==> config.mk <==
export PLATFORM = sky130hd
export DESIGN_NAME = link_resolver
export DESIGN_NICKNAME = d
export VERILOG_FILES = /design/src/rtl/link_res_pkg.sv /design/src/rtl/link_res_seq.sv /design/src/rtl/link_res_decode.sv /design/src/rtl/link_resolver.sv
export SDC_FILE = /design/constraint.sdc
export NUM_CORES = 1
export LEC_CHECK = 0
export ABC_AREA = 1
export ABC_CLOCK_PERIOD_IN_PS = 1500
export BUFFER_PORTS_ARGS = -buffer_cell sky130_fd_sc_hd__buf_2
export CELL_PAD_IN_SITES_DETAIL_PLACEMENT = 0
export CELL_PAD_IN_SITES_GLOBAL_PLACEMENT = 2
export CORE_MARGIN = 2
export CORE_UTILIZATION = 28
export DETAILED_ROUTE_END_ITERATION = 10
export GPL_TIMING_DRIVEN = 0
export PLACE_DENSITY = 0.81
export SETUP_SLACK_MARGIN = 0.3
export SLEW_MARGIN = 20
export SYNTH_ARGS = -nofsm -noshare
export SYNTH_HDL_FRONTEND = slang
export SYNTH_SLANG_ARGS = --single-unit
==> constraint.sdc <==
create_clock -name clk -period 1.5 [get_ports clk]
set_input_delay 0.375 -clock clk [delete_from_list [all_inputs] [get_ports clk]]
set_output_delay 0.375 -clock clk [all_outputs]
set_load 0.01 [all_outputs]
==> src/rtl/link_res_pkg.sv <==
package link_res_pkg;

    localparam int REG_W  = 16;
    localparam int ADDR_W = 5;

    localparam logic [ADDR_W-1:0] ADDR_CTRL = 5'd0;
    localparam logic [ADDR_W-1:0] ADDR_STAT = 5'd1;
    localparam logic [ADDR_W-1:0] ADDR_ADV  = 5'd4;
    localparam logic [ADDR_W-1:0] ADDR_LPA  = 5'd5;
    localparam logic [ADDR_W-1:0] ADDR_AUX  = 5'd28;

    localparam int CTRL_SPD100 = 13;
    localparam int CTRL_ANEN   = 12;
    localparam int CTRL_FDX    = 8;
    localparam int CTRL_SPD1G  = 6;
    localparam int STAT_LINK   = 2;
    localparam int STAT_ANC    = 5;
    localparam int AUX_FDX     = 5;
    localparam int AUX_SPD_LO  = 3;
    localparam int CU_PAUSE    = 10;
    localparam int CU_ASYM     = 11;
    localparam int FX_FULL     = 5;
    localparam int FX_HALF     = 6;
    localparam int FX_PAUSE    = 7;
    localparam int FX_ASYM     = 8;

    typedef enum logic [1:0] {
        SPD_10   = 2'b00,
        SPD_100  = 2'b01,
        SPD_1000 = 2'b10,
        SPD_UNK  = 2'b11
    } speed_e;

    typedef enum logic [2:0] {
        ST_IDLE, ST_CTRL, ST_STAT, ST_STAT2, ST_AUX, ST_LPA, ST_ADV, ST_FIN
    } state_e;

    typedef struct packed {
        logic an_en;
        logic fdx;
        logic spd1g;
        logic spd100;
    } ctrl_bits_t;

    typedef struct packed {
        logic cu_pause;
        logic cu_asym;
        logic fx_full;
        logic fx_half;
        logic fx_pause;
        logic fx_asym;
    } abil_t;

    typedef struct packed {
        logic   link_ok;
        speed_e speed;
        logic   dup_full;
        logic   dup_known;
        logic   pause_rx;
        logic   pause_tx;
    } link_result_t;

    localparam link_result_t RESULT_RESET = '{
        link_ok: 1'b0, speed: SPD_UNK, dup_full: 1'b0,
        dup_known: 1'b0, pause_rx: 1'b0, pause_tx: 1'b0};

    // {rx, tx} from partner / local symmetric and asymmetric bits
    function automatic logic [1:0] resolve_pause(input logic lp_sym, input logic lp_asym,
                                                 input logic lo_sym, input logic lo_asym);
        if (lp_sym && lo_sym)                 return 2'b11;
        else if (lp_sym && lp_asym && lo_asym) return 2'b01;
        else if (lp_asym && lo_sym)           return 2'b10;
        else                                  return 2'b00;
    endfunction

    function automatic speed_e aux_speed(input logic [1:0] code);
        case (code)
            2'd0:    return SPD_10;
            2'd1:    return SPD_100;
            default: return SPD_1000;
        endcase
    endfunction

endpackage

==> src/rtl/link_res_seq.sv <==
module link_res_seq
    import link_res_pkg::*;
(
    input  logic              clk,
    input  logic              rst,
    input  logic              start,
    input  logic              fiber_mode,
    output logic              rd_req,
    output logic [ADDR_W-1:0] rd_addr,
    input  logic [REG_W-1:0]  rd_data,
    input  logic              rd_done,
    input  logic              rd_err,
    output logic              start_acc,
    output logic              abort,
    output logic              fin,
    output ctrl_bits_t        ctrl_q,
    output logic              link_q,
    output logic              ancmp_q,
    output logic              aux_fdx_q,
    output logic [1:0]        aux_spd_q,
    output abil_t             lpa_q,
    output abil_t             adv_q,
    output logic              fiber_q
);

    state_e     state;
    state_e     after_status;
    ctrl_bits_t rd_ctrl;
    abil_t      rd_abil;
    logic       unused_rdata;
    logic       ok_done;

    assign unused_rdata = ^rd_data;
    assign rd_req    = (state != ST_IDLE) && (state != ST_FIN);
    assign start_acc = start && (state == ST_IDLE);
    assign abort     = rd_req && rd_done && rd_err;
    assign ok_done   = rd_req && rd_done && !rd_err;
    assign fin       = (state == ST_FIN);

    always_comb begin
        rd_ctrl.an_en    = rd_data[CTRL_ANEN];
        rd_ctrl.fdx      = rd_data[CTRL_FDX];
        rd_ctrl.spd1g    = rd_data[CTRL_SPD1G];
        rd_ctrl.spd100   = rd_data[CTRL_SPD100];
        rd_abil.cu_pause = rd_data[CU_PAUSE];
        rd_abil.cu_asym  = rd_data[CU_ASYM];
        rd_abil.fx_full  = rd_data[FX_FULL];
        rd_abil.fx_half  = rd_data[FX_HALF];
        rd_abil.fx_pause = rd_data[FX_PAUSE];
        rd_abil.fx_asym  = rd_data[FX_ASYM];
        if (!ctrl_q.an_en || !rd_data[STAT_ANC]) after_status = ST_FIN;
        else if (fiber_q)                        after_status = ST_LPA;
        else                                     after_status = ST_AUX;
    end

    always_comb begin
        case (state)
            ST_CTRL:          rd_addr = ADDR_CTRL;
            ST_STAT, ST_STAT2: rd_addr = ADDR_STAT;
            ST_AUX:           rd_addr = ADDR_AUX;
            ST_LPA:           rd_addr = ADDR_LPA;
            ST_ADV:           rd_addr = ADDR_ADV;
            default:          rd_addr = ADDR_CTRL;
        endcase
    end

    always_ff @(posedge clk) begin
        if (rst) begin
            state     <= ST_IDLE;
            ctrl_q    <= '0;
            link_q    <= 1'b0;
            ancmp_q   <= 1'b0;
            aux_fdx_q <= 1'b0;
            aux_spd_q <= '0;
            lpa_q     <= '0;
            adv_q     <= '0;
            fiber_q   <= 1'b0;
        end else if (abort) begin
            state <= ST_IDLE;
        end else begin
            case (state)
                ST_IDLE: if (start) begin
                    state   <= ST_CTRL;
                    fiber_q <= fiber_mode;
                end
                ST_CTRL: if (ok_done) begin
                    ctrl_q <= rd_ctrl;
                    state  <= ST_STAT;
                end
                ST_STAT, ST_STAT2: if (ok_done) begin
                    link_q  <= rd_data[STAT_LINK];
                    ancmp_q <= rd_data[STAT_ANC];
                    if (state == ST_STAT && !rd_data[STAT_LINK]) state <= ST_STAT2;
                    else                                          state <= after_status;
                end
                ST_AUX: if (ok_done) begin
                    aux_fdx_q <= rd_data[AUX_FDX];
                    aux_spd_q <= rd_data[AUX_SPD_LO +: 2];
                    state     <= rd_data[AUX_FDX] ? ST_LPA : ST_FIN;
                end
                ST_LPA: if (ok_done) begin
                    lpa_q <= rd_abil;
                    state <= ST_ADV;
                end
                ST_ADV: if (ok_done) begin
                    adv_q <= rd_abil;
                    state <= ST_FIN;
                end
                default: state <= ST_IDLE;
            endcase
        end
    end

    assert_req_hold_R1: assert property (@(posedge clk) disable iff (rst)
        rd_req && !rd_done |=> rd_req && $stable(rd_addr));

    assert_start_ctrl_R1: assert property (@(posedge clk) disable iff (rst)
        start_acc |=> rd_req && rd_addr == ADDR_CTRL);

    assert_ctrl_then_stat_R1: assert property (@(posedge clk) disable iff (rst)
        ok_done && rd_addr == ADDR_CTRL |=> rd_req && rd_addr == ADDR_STAT);

    assert_reread_R2: assert property (@(posedge clk) disable iff (rst)
        ok_done && state == ST_STAT && !rd_data[STAT_LINK] |=> rd_req && rd_addr == ADDR_STAT);

    assert_busy_ignore_R10: assert property (@(posedge clk) disable iff (rst)
        rd_req && start && !rd_done |=> rd_req && $stable(rd_addr));

endmodule

==> src/rtl/link_res_decode.sv <==
module link_res_decode
    import link_res_pkg::*;
(
    input  ctrl_bits_t   ctrl_q,
    input  logic         link_q,
    input  logic         ancmp_q,
    input  logic         aux_fdx_q,
    input  logic [1:0]   aux_spd_q,
    input  abil_t        lpa_q,
    input  abil_t        adv_q,
    input  logic         fiber_q,
    output link_result_t res
);

    abil_t      common;
    logic [1:0] pz;

    assign common = lpa_q & adv_q;

    always_comb begin
        res         = RESULT_RESET;
        res.link_ok = link_q;
        pz          = 2'b00;
        if (!ctrl_q.an_en) begin
            res.dup_known = 1'b1;
            res.dup_full  = ctrl_q.fdx;
            res.speed     = ctrl_q.spd1g ? SPD_1000 : (ctrl_q.spd100 ? SPD_100 : SPD_10);
        end else if (ancmp_q) begin
            if (fiber_q) begin
                if (common.fx_full || common.fx_half) begin
                    res.speed     = SPD_1000;
                    res.dup_known = 1'b1;
                    res.dup_full  = common.fx_full;
                end
                pz = resolve_pause(lpa_q.fx_pause, lpa_q.fx_asym,
                                   adv_q.fx_pause, adv_q.fx_asym);
            end else begin
                res.speed     = aux_speed(aux_spd_q);
                res.dup_known = 1'b1;
                res.dup_full  = aux_fdx_q;
                pz = resolve_pause(lpa_q.cu_pause, lpa_q.cu_asym,
                                   adv_q.cu_pause, adv_q.cu_asym);
            end
            if (res.dup_full) begin
                res.pause_rx = pz[1];
                res.pause_tx = pz[0];
            end
        end
    end

endmodule

==> src/rtl/link_resolver.sv <==
module link_resolver
    import link_res_pkg::*;
(
    input  logic              clk,
    input  logic              rst,
    input  logic              start,
    input  logic              fiber_mode,
    output logic              mdio_req,
    output logic [ADDR_W-1:0] mdio_addr,
    input  logic [REG_W-1:0]  mdio_rdata,
    input  logic              mdio_done,
    input  logic              mdio_err,
    output logic              link_ok,
    output logic [1:0]        speed,
    output logic              duplex_full,
    output logic              duplex_known,
    output logic              pause_rx,
    output logic              pause_tx,
    output logic              result_valid,
    output logic              error
);

    ctrl_bits_t   ctrl_q;
    logic         link_q, ancmp_q, aux_fdx_q, fiber_q;
    logic [1:0]   aux_spd_q;
    abil_t        lpa_q, adv_q;
    logic         start_acc, abort, fin;
    link_result_t dec, result_q;
    logic         valid_q, err_q;

    link_res_seq u_seq (
        .clk(clk), .rst(rst), .start(start), .fiber_mode(fiber_mode),
        .rd_req(mdio_req), .rd_addr(mdio_addr), .rd_data(mdio_rdata),
        .rd_done(mdio_done), .rd_err(mdio_err),
        .start_acc(start_acc), .abort(abort), .fin(fin),
        .ctrl_q(ctrl_q), .link_q(link_q), .ancmp_q(ancmp_q),
        .aux_fdx_q(aux_fdx_q), .aux_spd_q(aux_spd_q),
        .lpa_q(lpa_q), .adv_q(adv_q), .fiber_q(fiber_q)
    );

    link_res_decode u_dec (
        .ctrl_q(ctrl_q), .link_q(link_q), .ancmp_q(ancmp_q),
        .aux_fdx_q(aux_fdx_q), .aux_spd_q(aux_spd_q),
        .lpa_q(lpa_q), .adv_q(adv_q), .fiber_q(fiber_q), .res(dec)
    );

    always_ff @(posedge clk) begin
        if (rst) begin
            result_q <= RESULT_RESET;
            valid_q  <= 1'b0;
            err_q    <= 1'b0;
        end else begin
            valid_q <= fin;
            if (fin) result_q <= dec;
            if (abort)          err_q <= 1'b1;
            else if (start_acc) err_q <= 1'b0;
        end
    end

    assign link_ok      = result_q.link_ok;
    assign speed        = result_q.speed;
    assign duplex_full  = result_q.dup_full;
    assign duplex_known = result_q.dup_known;
    assign pause_rx     = result_q.pause_rx;
    assign pause_tx     = result_q.pause_tx;
    assign result_valid = valid_q;
    assign error        = err_q;

    assert_abort_frozen_R1: assert property (@(posedge clk) disable iff (rst)
        abort |=> !result_valid && error && $stable(result_q));

    assert_pulse_R10: assert property (@(posedge clk) disable iff (rst)
        result_valid |=> !result_valid);

    assert_unknown_pair_R9: assert property (@(posedge clk) disable iff (rst)
        result_valid |-> ((speed == SPD_UNK) == !duplex_known) && (duplex_known || !duplex_full));

    assert_pause_fdx_R5: assert property (@(posedge clk) disable iff (rst)
        result_valid && (pause_rx || pause_tx) |-> duplex_full && duplex_known);

endmodule

# Word-level counts from Yosys, hierarchy flattened
# Cells that the tools add are included.
[op_classes] add_sub_neg=0 n_mul=0 n_div=0 n_lt_le_gt_ge=0 n_eq_ne=15 shift=0 n_mux=32 n_bitwise=2 n_reduce_logical=33
[ops] op="2-to-1 mux 3 bit" n=9
[ops] op="2-to-1 mux 2 bit" n=11
[ops] op="case mux 5 bit (4 select lines)" n=1
[ops] op="case mux 3 bit (6 select lines)" n=1
[ops] op="AND reduction 3 bit" n=6
[ops] op="2-to-1 mux 4 bit" n=4
[ops] op="logical AND 1 bit" n=14
[ops] op="equality test 3 bit (second input constant)" n=4
[ops] op="!= test 2 x 1 -> 1 bit (second input constant)" n=5
[ops] op="equality test 3 x 2 -> 1 bit (second input constant)" n=2
[ops] op="2-to-1 mux 6 bit" n=1
[ops] op="AND reduction 6 bit" n=1
[ops] op="bitwise AND 4 bit" n=1
[ops] op="zero test 1 bit" n=4
[ops] op="2-to-1 mux 1 bit" n=4
[ops] op="case mux 2 bit (2 select lines)" n=1
[ops] op="OR reduction 2 bit" n=2
[ops] op="equality test 3 x 1 -> 1 bit (second input constant)" n=1
[ops] op="zero test 3 bit" n=1
[ops] op="!= test 3 bit (second input constant)" n=1
[ops] op="nonzero test 3 bit" n=1
[ops] op="equality test 2 x 1 -> 1 bit (second input constant)" n=1
[ops] op="zero test 2 bit" n=1
[ops] op="logical OR 1 bit" n=2
[ops] op="3 further kinds" n=3
[totals] ff_bits=34 latch_bits=0 ram_bits=0 mem_bits_ro=0 in_bits=22 output_inout_bits=15 elab_cells=112 memories=0

# Longest topological paths before layout
# Gate-level depths: netlist of run 1.
[depth] word_depth=9 depth_mapped=9 mapped_depth_nobuf=8

# Modules after synthesis
# Synthesis of run 1 repeated with hierarchy kept, for this count alone.
[unflattened] cells_unflattened=280 area_unflattened_um2=1824.2
[by_module_without_submodules] module="link_res_seq" instances=1 cells_per_inst=197 area_each_um2=1335.0 seq_area_each_um2=500.5
[by_module_without_submodules] module="link_resolver" instances=1 cells_per_inst=37 area_each_um2=295.3 seq_area_each_um2=180.2
[by_module_without_submodules] module="link_res_decode" instances=1 cells_per_inst=46 area_each_um2=193.9 seq_area_each_um2=0.0

# Least setup slack after synthesis of run 1
# No wires, ideal clock.
[synth_timing] kind="register -> output" startpoint="register u_seq.state[2]" endpoint="output mdio_addr[4]" arrival_ns=0.996 required_time_ns=1.125 slack_ns=0.129 stages_incl_launch_ff=6 n_path_buf=1 cell_sequence="dfxtp_1 -> inv_2 -> nor2_2 -> inv_2 -> nor2_1 -> buf_4"
[synth_between] elab_chain_len=3 word_cells_on_any_way=7 classes_between="5 x eq/ne; 1 x mux; 1 x reduce/logical"
[synth_rtl] element="start, declared" line_no="link_res_seq.sv:26" rtl="state_e state;"
[synth_rtl] element="start signal, assigned" line_no="link_res_seq.sv:94" rtl="else state <= after_status;"
[synth_rtl] element="start signal, assigned" line_no="link_res_seq.sv:99" rtl="state <= rd_data[AUX_FDX] ? ST_LPA : ST_FIN;"
[synth_rtl] element="equality test 3 x 2 -> 1 bit" line_no="link_res_seq.sv:57" rtl="case (state)"
[synth_rtl] element="OR reduction 2 bit" line_no="link_res_seq.sv:57"
[synth_rtl] element="case mux 5 bit (4 select lines) *" line_no="link_res_seq.sv:57"
[synth_rtl] element="end, declared" line_no="link_resolver.sv:9" rtl="output logic [ADDR_W-1:0] mdio_addr,"
# Mark *: on every way between the ends. The rest lies on a longest branch, timed or not.

# Final worst setup path of run 1
[layout_timing] startpoint="register u_seq.state[0]" endpoint="output mdio_req"
[layout_between] elab_chain_len=2 word_cells_on_any_way=3 classes_between="1 x eq/ne; 2 x reduce/logical"
[layout_rtl] element="!= test 3 bit / nonzero test 3 bit (equally long branches)" line_no="link_res_seq.sv:34" rtl="assign rd_req = (state != ST_IDLE) && (state != ST_FIN);"
[layout_rtl] element="logical AND 1 bit *" line_no="link_res_seq.sv:34"
[layout_rtl] element="end, declared" line_no="link_resolver.sv:8" rtl="output logic mdio_req,"
# Marked as above.

==> results of run 1 <==
-- through the flow --
stage / hold WS (ns) / total power, mW
finish: 0.356 / 3.11
detailed placement: 0.458 / 1.92
global placement: 0.451 / 1.92
floorplan: 0.430 / 1.70
global route: 0.368 / 3.29
CTS: 0.344 / 2.90
-- cells by family after synthesis --
family                 count (synthesis)
and+or+nand+nor                      149
buffers and inverters                 39
DFF                                   34
AOI/OAI and AO/OA                     28
other                                  1
-- where the power goes --
part | internal (mW) | total, mW | switching, mW
Combinational | 0.650 | 1.41 | 0.757
Sequential | 0.972 | 1.05 | 0.0786
Clock | 0.312 | 0.649 | 0.338
-- per-layer routing --
| metal | wire length (microns) | share of wire | up-vias |
|---|---|---|---|
| li1 | - | - | 903 |
| met1 | 2270 | 0.48 | 764 |
| met2 | 2250 | 0.48 | 26 |
| met3 | 115 | 0.024 | 9 |
| met4 | 83 | 0.018 | 0 |
| met5 | 0 | 0 | - |
-- cell type report --
class / instances / area (sq um) / area share
Inverter: 30 / 120 / 0.0487
Clock buffer: 5 / 68.8 / 0.0279
Clock inverter: 2 / 10.0 / 0.00406
Buffer: 9 / 86.3 / 0.0350
Multi-Input combinational cell: 178 / 1020 / 0.415
Timing Repair Buffer: 49 / 375 / 0.152
Sequential cell: 34 / 689 / 0.280
Tap cell: 75 / 93.8 / 0.0381
-- how the worst max path moves through the flow --
stage                         startpoint        endpoint  slack, ns  depth (start not counted)
after floorplan           u_seq.state[0]  u_seq.adv_q[5]       0.25                          9
after global placement               rst  u_seq.adv_q[5]      -0.13                          5
after global routing      u_seq.state[0]    mdio_addr[4]       -0.1                          6
final                     u_seq.state[0]        mdio_req      -0.05                          6
after CTS                 u_seq.state[0]    mdio_addr[4]      -0.05                          6
after detailed placement             rst  u_seq.adv_q[5]      -0.11                          5
-- registers in the layout, summed over array words and instances, names as in the netlist, 2 cells and up --
| signal | count |
|---|---|
| u_seq.ctrl_q | 4 |
| speed | 2 |
| u_seq.aux_spd_q | 2 |
| u_seq.adv_q | 6 |
| u_seq.lpa_q | 6 |
| u_seq.state | 3 |
-- cells in the final DEF, fill, tap and decap left out, types with 8 or more instances in the layout --
master / n
a21oi_1: 9
buf_2: 29
buf_6: 16
dfxtp_1: 31
inv_1: 22
nand2_1: 40
nand2_2: 8
nand3_1: 18
nand3_2: 13
nor2_1: 47
o21ai_0: 8
-- repair_timing --
item,in CTS,in global routing
endpoints found under the setup margin,34,34
resized for setup,30,47
pin swaps,8,7
gates cloned,2,0
buffers inserted,12,6
-- worst max-delay path, delay by kind of cell, from the launching register on --
| kind | cells | cell delay, ns |
|---|---|---|
| DFF | 1 | 0.33 |
| and+or+nand+nor | 3 | 0.23 |
| buffers and inverters | 3 | 0.32 |
-- cells in the mapped netlist --
| cell type | number |
|---|---|
| inv_1 | 25 |
| nand4_4 | 1 |
| nand3_2 | 2 |
| nand4_2 | 1 |
| nand2_1 | 49 |
| clkbuf_1 | 2 |
| buf_6 | 1 |
| a21oi_1 | 13 |
| clkinv_1 | 1 |
| buf_4 | 2 |
| buf_1 | 2 |
| nand2_4 | 1 |
| nor3_1 | 2 |
| or2_1 | 1 |
| a31oi_1 | 1 |
| conb_1 | 1 |
| nand4_1 | 1 |
| nand3_1 | 32 |
| nor2_4 | 3 |
| nor2_2 | 3 |
| o21ai_0 | 12 |
| buf_2 | 2 |
| dfxtp_1 | 34 |
| o211ai_1 | 2 |
| inv_2 | 4 |
| nor2_1 | 53 |
==> results.py, run 1 <==
metrics = {
    "grt": {
        "met3_usage": 0.0209,
        "grt_pass1_wl_microns": 7350,
        "grt-busiest-layer": "met2",
        "grtUsageTotal": 0.146,
        "grt_use_met1": 0.200,
        "grt_pass1_vias": 1530,
        "antenna_found_initial": 0,
        "grt_max_degree": 11,
        "grt.overflow.total": 0,
        "grt_use_met2": 0.234,
    },
    "worst_hold_path": {
        "worstHoldPathCells": 3,
        "hold_start": "mdio_rdata[3]",
        "hold_path_end": "u_seq.aux_spd_q[0]",
        "hp-class": "input port to flop",
    },
    "route": {
        "via_count": 1702,
        "via_per_inst": 4.46,
        "first_pass_iters": 4,
        "wl_microns": 4720,
        "ant_nets": 0,
        "drc": 0,
        "drt_first_iter_violations": 42,
        "wl_per_cell_microns": 12.4,
    },
    "outcome": {
        "violations": "setup timing",
        "outcome": "finished, violations left",
    },
    "die": {
        "initial_core_util": 0.287,
        "core-area_sq_um": 5850,
        "die_h_microns": 81.4,
        "fp.dieArea_sq_um": 6630,
        "die_width_microns": 81.4,
        "ioPinCount": 37,
        "row_count": 28,
    },
    "job": {
        "cap_viol_max_count": 0,
    },
    "placement": {
        "dpl.hpwl_microns": 3250,
        "gp_congestion": 0.758,
        "place_area_sq_um": 1950,
        "io_buffers": 29,
        "placed_cells_incl_taps": 355,
        "dp_slack_ns": -0.109,
    },
    "cts": {
        "cts_max_level": 2,
        "path_clk_slew_ns": 0.08,
        "cts-root-buf": "clkbuf_8",
        "cts_sinks": 34,
        "cts-buffers-inserted": 5,
        "cts_buffer_depth": 2,
        "cts_tree": "built",
        "clock_latency_ns": 0.29,
        "hold_buffers": 0,
    },
    "logic_synthesis": {
        "synth_nets": 273,
        "ys_seq_elements": 34,
        "yosysTopAreaCellShare": 0.406,
        "yosys.area_share.adder": 0,
        "synth.area.mux_share": 0,
        "synth_xor_area_frac": 0,
        "synth_top_family_by_area": "simple AND/OR/NAND/NOR gates",
        "ys_top_cells_by_area": "dfxtp_1, nor2_1, nand2_1",
        "yosysWarnings": 0,
        "netlist_instances": 251,
        "yosysTopAreaCell": "dfxtp_1",
        "syn_area_sq_um": 1680,
        "synth-compound-area-share": 0.0872,
        "synth_cell_types": 26,
        "ys_seq_area_frac": 0.406,
        "synthSimpleGateAreaFrac": 0.407,
        "postSynthAreaPerCell_sq_um": 6.68,
    },
    "worst_setup_path": {
        "worstPathCellList": "buf_8 > nor2_4 > nand2_4 > inv_2 > nor2_2 > buf_2",
        "worstPathArrival_ns": 1.18,
        "crit_required_ns": 1.12,
        "rr_endpoint": "u_seq.lpa_q[5]",
        "ff2ff_path_depth": 9,
        "reg2reg_from": "u_seq.state[2]",
        "worstSetupPathType": "flop to primary output",
        "r2r_setup_slack_ns": -0.01,
        "path_max_fanout": 5,
        "crit_slowest_cell": "dfxtp_2",
        "critPathLaunchType": "flop",
        "crit_path_end_kind": "primary output",
        "slowest_delay_ns": 0.33,
    },
    "cells_and_area": {
        "final_layout_size_suffix_gt1_frac": 0.394,
        "final-instance-count-excl-fill": 382,
        "diodes": 0,
        "area_growth_pct": 47.0,
        "final_util": 0.422,
        "final_cell_area_sq_um": 2470,
        "nets": 329,
        "fillers": 629,
    },
    "timing": {
        "min_period_over_period": 1.03,
        "worst_slack_ns": -0.0500,
        "hold_viol": 0,
        "fin_skew_ns": 0.0107,
        "timing.final.crit_period_ns": 1.55,
        "fmax_mhz": 645,
        "slew_violations": 0,
        "setup_tns_ns": -0.0964,
        "setup_violations": 4,
        "grt_setup_unrepaired": "yes",
    },
    "power": {
        "power.leakage_nw": 1.04,
        "peakVddDrop_uv": 626,
        "power_density_nw_per_um2": 1260,
    },
}
Note: power is estimated with default switching activity, not from simulation.
==> run 2: changes to the inputs <==
--- a/config.mk
+++ b/config.mk
@@ -15,7 +15,7 @@
 export DETAILED_ROUTE_END_ITERATION = 10
 export GPL_TIMING_DRIVEN = 0
 export PLACE_DENSITY = 0.81
-export SETUP_SLACK_MARGIN = 0.3
+export SETUP_SLACK_MARGIN = 0.5
 export SLEW_MARGIN = 20
 export SYNTH_ARGS = -nofsm -noshare
 export SYNTH_HDL_FRONTEND = slang
==> run 2 against run 1 <==
  * The run still ends with setup timing left
  * Clock skew decreased by 0.0079 ns
  * Sequential cell count did not move
  * Sequential power barely moved
  * Critical endpoint is now mdio_addr[4]
  * Register-to-register slack about the same
  * Combinational power up 5%
  * Non-clock buffer count increased by 11
  * Setup slack lost 0.0066 ns
  * Design area is 7.3% higher
  * Power increased by 3.5%
  * Clock power is 5.9% higher
  * Highest routed layer unchanged
==> results.py, run 2 (synthesized netlist as in run 1, its figures left out) <==
metrics = {
    "outcome": {
        "outcome": "finished, violations left",
        "violations": "setup timing",
    },
    "cells_and_area": {
        "final_common_cell": "nor2_1",
        "final_layout_size_suffix_gt1_frac": 0.461,
        "reg_top3": "u_seq.adv_q x6, u_seq.lpa_q x6, u_seq.ctrl_q x4",
        "multi_input_area_sq_um": 1060,
        "fillers": 614,
        "final_cell_mix": "nor2_1, nand2_1, buf_6",
        "final-instance-count-excl-fill": 392,
        "regArea_sq_um": 699,
        "diodes": 0,
        "nets": 340,
        "area_growth_pct": 57.6,
    },
    "route": {
        "drc": 0,
        "drt_first_iter_violations": 59,
        "via_count": 1776,
        "ant_nets": 0,
        "wl_microns": 4870,
        "via_per_inst": 4.53,
        "first_pass_iters": 5,
        "wl_per_cell_microns": 12.4,
    },
    "timing": {
        "fmax_mhz": 642,
        "fin_skew_ns": 0.00278,
        "whs_ns": 0.355,
        "worst_slack_ns": -0.0566,
        "min_period_over_period": 1.04,
        "setup_violations": 8,
        "timing.final.crit_period_ns": 1.56,
        "hold_viol": 0,
        "slew_violations": 0,
        "grt_setup_unrepaired": "yes",
    },
    "job": {
        "cap_viol_max_count": 0,
    },
    "worst_setup_path": {
        "worstPathCellList": "buf_8 > nor2_4 > inv_2 > nor2_4 > buf_6 > buf_6",
        "crit_path_end_kind": "primary output",
        "cp_num_buf_inv": 4,
        "crit_required_ns": 1.12,
        "reg2reg_from": "u_seq.state[0]",
        "crit_slowest_cell": "dfxtp_2",
        "crit_start": "u_seq.state[0]",
        "path_delay_family": "buffers and inverters",
        "path_max_fanout": 8,
        "worstSetupPathType": "flop to primary output",
        "critPathLaunchType": "flop",
        "slowest_delay_ns": 0.32,
        "worstPathArrival_ns": 1.18,
    },
    "cts": {
        "cts_tree": "built",
        "cts-root-buf": "clkbuf_8",
        "cts_sinks": 34,
        "cts_buffer_depth": 2,
        "clock_latency_ns": 0.28,
        "cts-buffers-inserted": 5,
        "cts_max_level": 2,
        "path_clk_slew_ns": 0.07,
    },
    "die": {
        "row_count": 28,
        "core-area_sq_um": 5850,
        "die_h_microns": 81.4,
        "die_width_microns": 81.4,
        "fp.dieArea_sq_um": 6630,
        "initial_core_util": 0.287,
        "ioPinCount": 37,
    },
    "power": {
        "finalPower_mw": 3.22,
        "power_density_nw_per_um2": 1220,
        "peakVddDrop_uv": 528,
        "power.leakage_nw": 1.11,
    },
    "grt": {
        "antenna_found_initial": 0,
        "grt_pass1_wl_microns": 7710,
        "grt_pass1_vias": 1649,
        "grtUsageTotal": 0.156,
        "grt.overflow.total": 0,
        "grt_max_degree": 11,
    },
    "worst_hold_path": {
        "hold_start": "mdio_rdata[4]",
        "hp-class": "input port to flop",
    },
    "placement": {
        "dpl.hpwl_microns": 3250,
        "io_buffers": 29,
        "gp_congestion": 0.743,
        "placed_cells_incl_taps": 355,
    },
}
==> run 2: through the flow <==
step                worst slack (ns)  TNS [ns]  utilization  instance area (sq um)
floorplan                      0.249         0            -                   1710
global placement              0.0716         0        0.334                   1950
detailed placement            0.0697         0        0.334                   1950
CTS                          -0.0459    -0.107        0.423                   2470
global route                  -0.109     -1.71        0.452                   2650
finish                       -0.0566    -0.163        0.452                   2650
==> run 2: final cells by class <==
| cell class | instances | area share |
|---|---|---|
| buffer | 9 | 0.0317 |
| clock buffer | 6 | 0.0312 |
| inverter | 30 | 0.0454 |
| multi-input combinational | 178 | 0.401 |
| sequential | 34 | 0.264 |
| tap | 75 | 0.0355 |
| timing repair buffer | 60 | 0.191 |
==> run 2: final timing paths <==
path                              to  cells after the start  slack [ns]
setup / recovery        mdio_addr[4]                      6       -0.06
hold / removal    u_seq.aux_spd_q[1]                      3        0.35
setup reg to reg      u_seq.adv_q[2]                     10       -0.02
hold reg to reg   u_seq.aux_spd_q[0]                      2        0.46
==> run 2: worst reg2reg max path, stage by stage (launching register included) <==
cell and delay [ns]:
dfxtp_2 0.33, buf_8 0.14, nor2_4 0.05, nand2_4 0.09, buf_6 0.11, nand3_4 0.07
nor2_4 0.27, buf_6 0.18, nand3_1 0.07, nand2_1 0.06, nor2_1 0.04
==> run 2: report_power, final <==
| group | switching [mW] | internal [mW] |
|---|---|---|
| Clock | 0.333 | 0.354 |
| Combinational | 0.792 | 0.691 |
| Sequential | 0.0724 | 0.973 |
| Total | 1.20 | 2.02 |
==> run 2: routing by layer <==
layer	up-vias	global-route usage	wire, microns
li1	926	-	-
met3	5	0.0330	198
met4	0	0.0627	77
met1	809	0.200	2320
met5	-	0	0
met2	36	0.256	2270
==> run 2: repair_timing <==
action	CTS	global route
setup buffers	24	6
gates cloned	1	0
resized for setup	70	28
pin swaps	15	8
endpoints found under the setup margin	48	47
hold buffers	0	0
==> run 3: changes to the inputs <==
--- a/config.mk
+++ b/config.mk
@@ -14,7 +14,7 @@
 export CORE_UTILIZATION = 28
 export DETAILED_ROUTE_END_ITERATION = 10
 export GPL_TIMING_DRIVEN = 0
-export PLACE_DENSITY = 0.81
+export PLACE_DENSITY = 0.78
 export SETUP_SLACK_MARGIN = 0.5
 export SLEW_MARGIN = 20
 export SYNTH_ARGS = -nofsm -noshare
==> run 3 against run 2 <==
  * The flow still finishes with violations (setup timing)
  * Cell count decreased by 0.26%
  * Global-route usage decreased by 0.48 points
  * Clock power increased by 1%
  * Routed wire length decreased by 4.4%
  * Register-to-register slack improved by 0.06 ns
  * Power increased by 2.0%
  * Sequential share of layout area decreased by 0.58 points
  * Sequential power about the same
  * Largest cell class unchanged
==> results.py, run 3 (synthesized netlist as in run 1, its figures left out) <==
metrics = {
    "outcome": {
        "outcome": "finished, violations left",
        "violations": "setup timing",
    },
    "timing": {
        "grt_setup_unrepaired": "yes",
        "hold_viol": 0,
        "timing.final.crit_period_ns": 1.54,
        "fmax_mhz": 647,
        "worst_pin_slew_ns": 0.508,
        "fin_skew_ns": 0.00126,
        "setup_violations": 3,
        "slew_violations": 0,
        "maxSlewHeadroom": 0.662,
        "setup_tns_ns": -0.117,
        "min_period_over_period": 1.03,
        "worst_slack_ns": -0.0445,
        "whs_ns": 0.377,
    },
    "cells_and_area": {
        "fillers": 598,
        "multi_input_area_sq_um": 1110,
        "diodes": 0,
        "final_cell_area_sq_um": 2700,
        "final_layout_size_suffix_gt1_frac": 0.491,
        "regArea_sq_um": 699,
        "final_common_cell": "nor2_1",
        "final_cell_mix": "nor2_1, nand2_1, buf_6",
        "area_growth_pct": 61.1,
        "nets": 337,
        "reg_top3": "u_seq.adv_q x6, u_seq.lpa_q x6, u_seq.ctrl_q x4",
    },
    "worst_hold_path": {
        "hp-class": "input port to flop",
        "hold_start": "mdio_rdata[4]",
    },
    "worst_setup_path": {
        "worstSetupPathType": "flop to primary output",
        "crit_path_end_kind": "primary output",
        "crit_start": "u_seq.state[1]",
        "crit_required_ns": 1.12,
        "worstPathArrival_ns": 1.17,
        "reg2reg_from": "u_seq.state[0]",
        "critPathLaunchType": "flop",
        "path_max_fanout": 7,
    },
    "grt": {
        "grt_max_degree": 11,
        "antenna_found_initial": 0,
        "grt_pass1_wl_microns": 7670,
        "grtUsageTotal": 0.151,
        "grt.overflow.total": 0,
        "grt_pass1_vias": 1604,
    },
    "power": {
        "power_density_nw_per_um2": 1210,
        "power.leakage_nw": 1.12,
        "peakVddDrop_uv": 494,
        "finalPower_mw": 3.28,
    },
    "cts": {
        "cts_tree": "built",
        "clock_latency_ns": 0.28,
        "cts_sinks": 34,
        "cts-buffers-inserted": 5,
        "cts_buffer_depth": 2,
        "cts_max_level": 2,
        "path_clk_slew_ns": 0.07,
        "cts-root-buf": "clkbuf_8",
        "hold_buffers": 0,
    },
    "route": {
        "first_pass_iters": 4,
        "drc": 0,
        "wl_microns": 4650,
        "via_count": 1772,
        "ant_nets": 0,
        "wl_per_cell_microns": 11.9,
        "via_per_inst": 4.53,
        "drt_first_iter_violations": 53,
    },
    "die": {
        "initial_core_util": 0.287,
        "row_count": 28,
        "ioPinCount": 37,
        "die_width_microns": 81.4,
        "core-area_sq_um": 5850,
        "fp.dieArea_sq_um": 6630,
        "die_h_microns": 81.4,
    },
    "placement": {
        "gp_congestion": 0.789,
        "place_area_sq_um": 1950,
        "io_buffers": 29,
        "dpl.hpwl_microns": 3250,
    },
    "job": {
        "cap_viol_max_count": 0,
    },
}
run 3: worst paths after layout:
check | endpoint | slack, ns | cells past startpoint
max reg2reg | u_seq.state[0] | 0.04 | 10
min | u_seq.aux_spd_q[1] | 0.38 | 3
min reg2reg | link_ok | 0.47 | 2
max | mdio_addr[0] | -0.04 | 4
run 3: worst max-delay path: stages (launching register included):
cell,delay [ns]
dfxtp_4,0.40
inv_2,0.14
nand3_2,0.14
nand2_2,0.09
buf_2,0.12
run 3: timing repair:
| item | CTS | global route |
|---|---|---|
| gates resized for setup | 92 | 23 |
| endpoints found under the hold margin | 0 | 0 |
| endpoints found under the setup margin | 48 | 48 |
| buffers inserted | 19 | 7 |
| pin swaps | 19 | 8 |
| gates cloned | 2 | 0 |
run 3: where the power goes:
part	switching, mW	internal, mW
logic	0.798	0.734
registers	0.0778	0.973
clock network	0.327	0.370
run 3: layout make-up:
class | instances | area share
Timing Repair Buffer | 57 | 0.184
Tap cell | 75 | 0.0347
Buffer | 9 | 0.0329
Sequential cell | 34 | 0.259
Clock buffer | 7 | 0.0319
Inverter | 30 | 0.0458
Clock inverter | 1 | 0.00185
Multi-Input combinational cell | 178 | 0.410
run 3: metal layers:
metal | GRT usage | share of wire | vias up
met3 | 0.0231 | 0.029 | 7
met5 | 0 | 0 | -
met2 | 0.254 | 0.46 | 27
met4 | 0.0508 | 0.022 | 0
li1 | - | - | 925
met1 | 0.198 | 0.49 | 813
run 3: per-stage QoR:
step                      utilization  setup slack [ns]  cells
after floorplan                     -             0.249    251
after global placement          0.334            0.0592    355
after detailed placement        0.334            0.0757    355
after CTS                       0.439           -0.0495    384
after global routing            0.462           -0.0874    391
final                           0.462           -0.0445    391
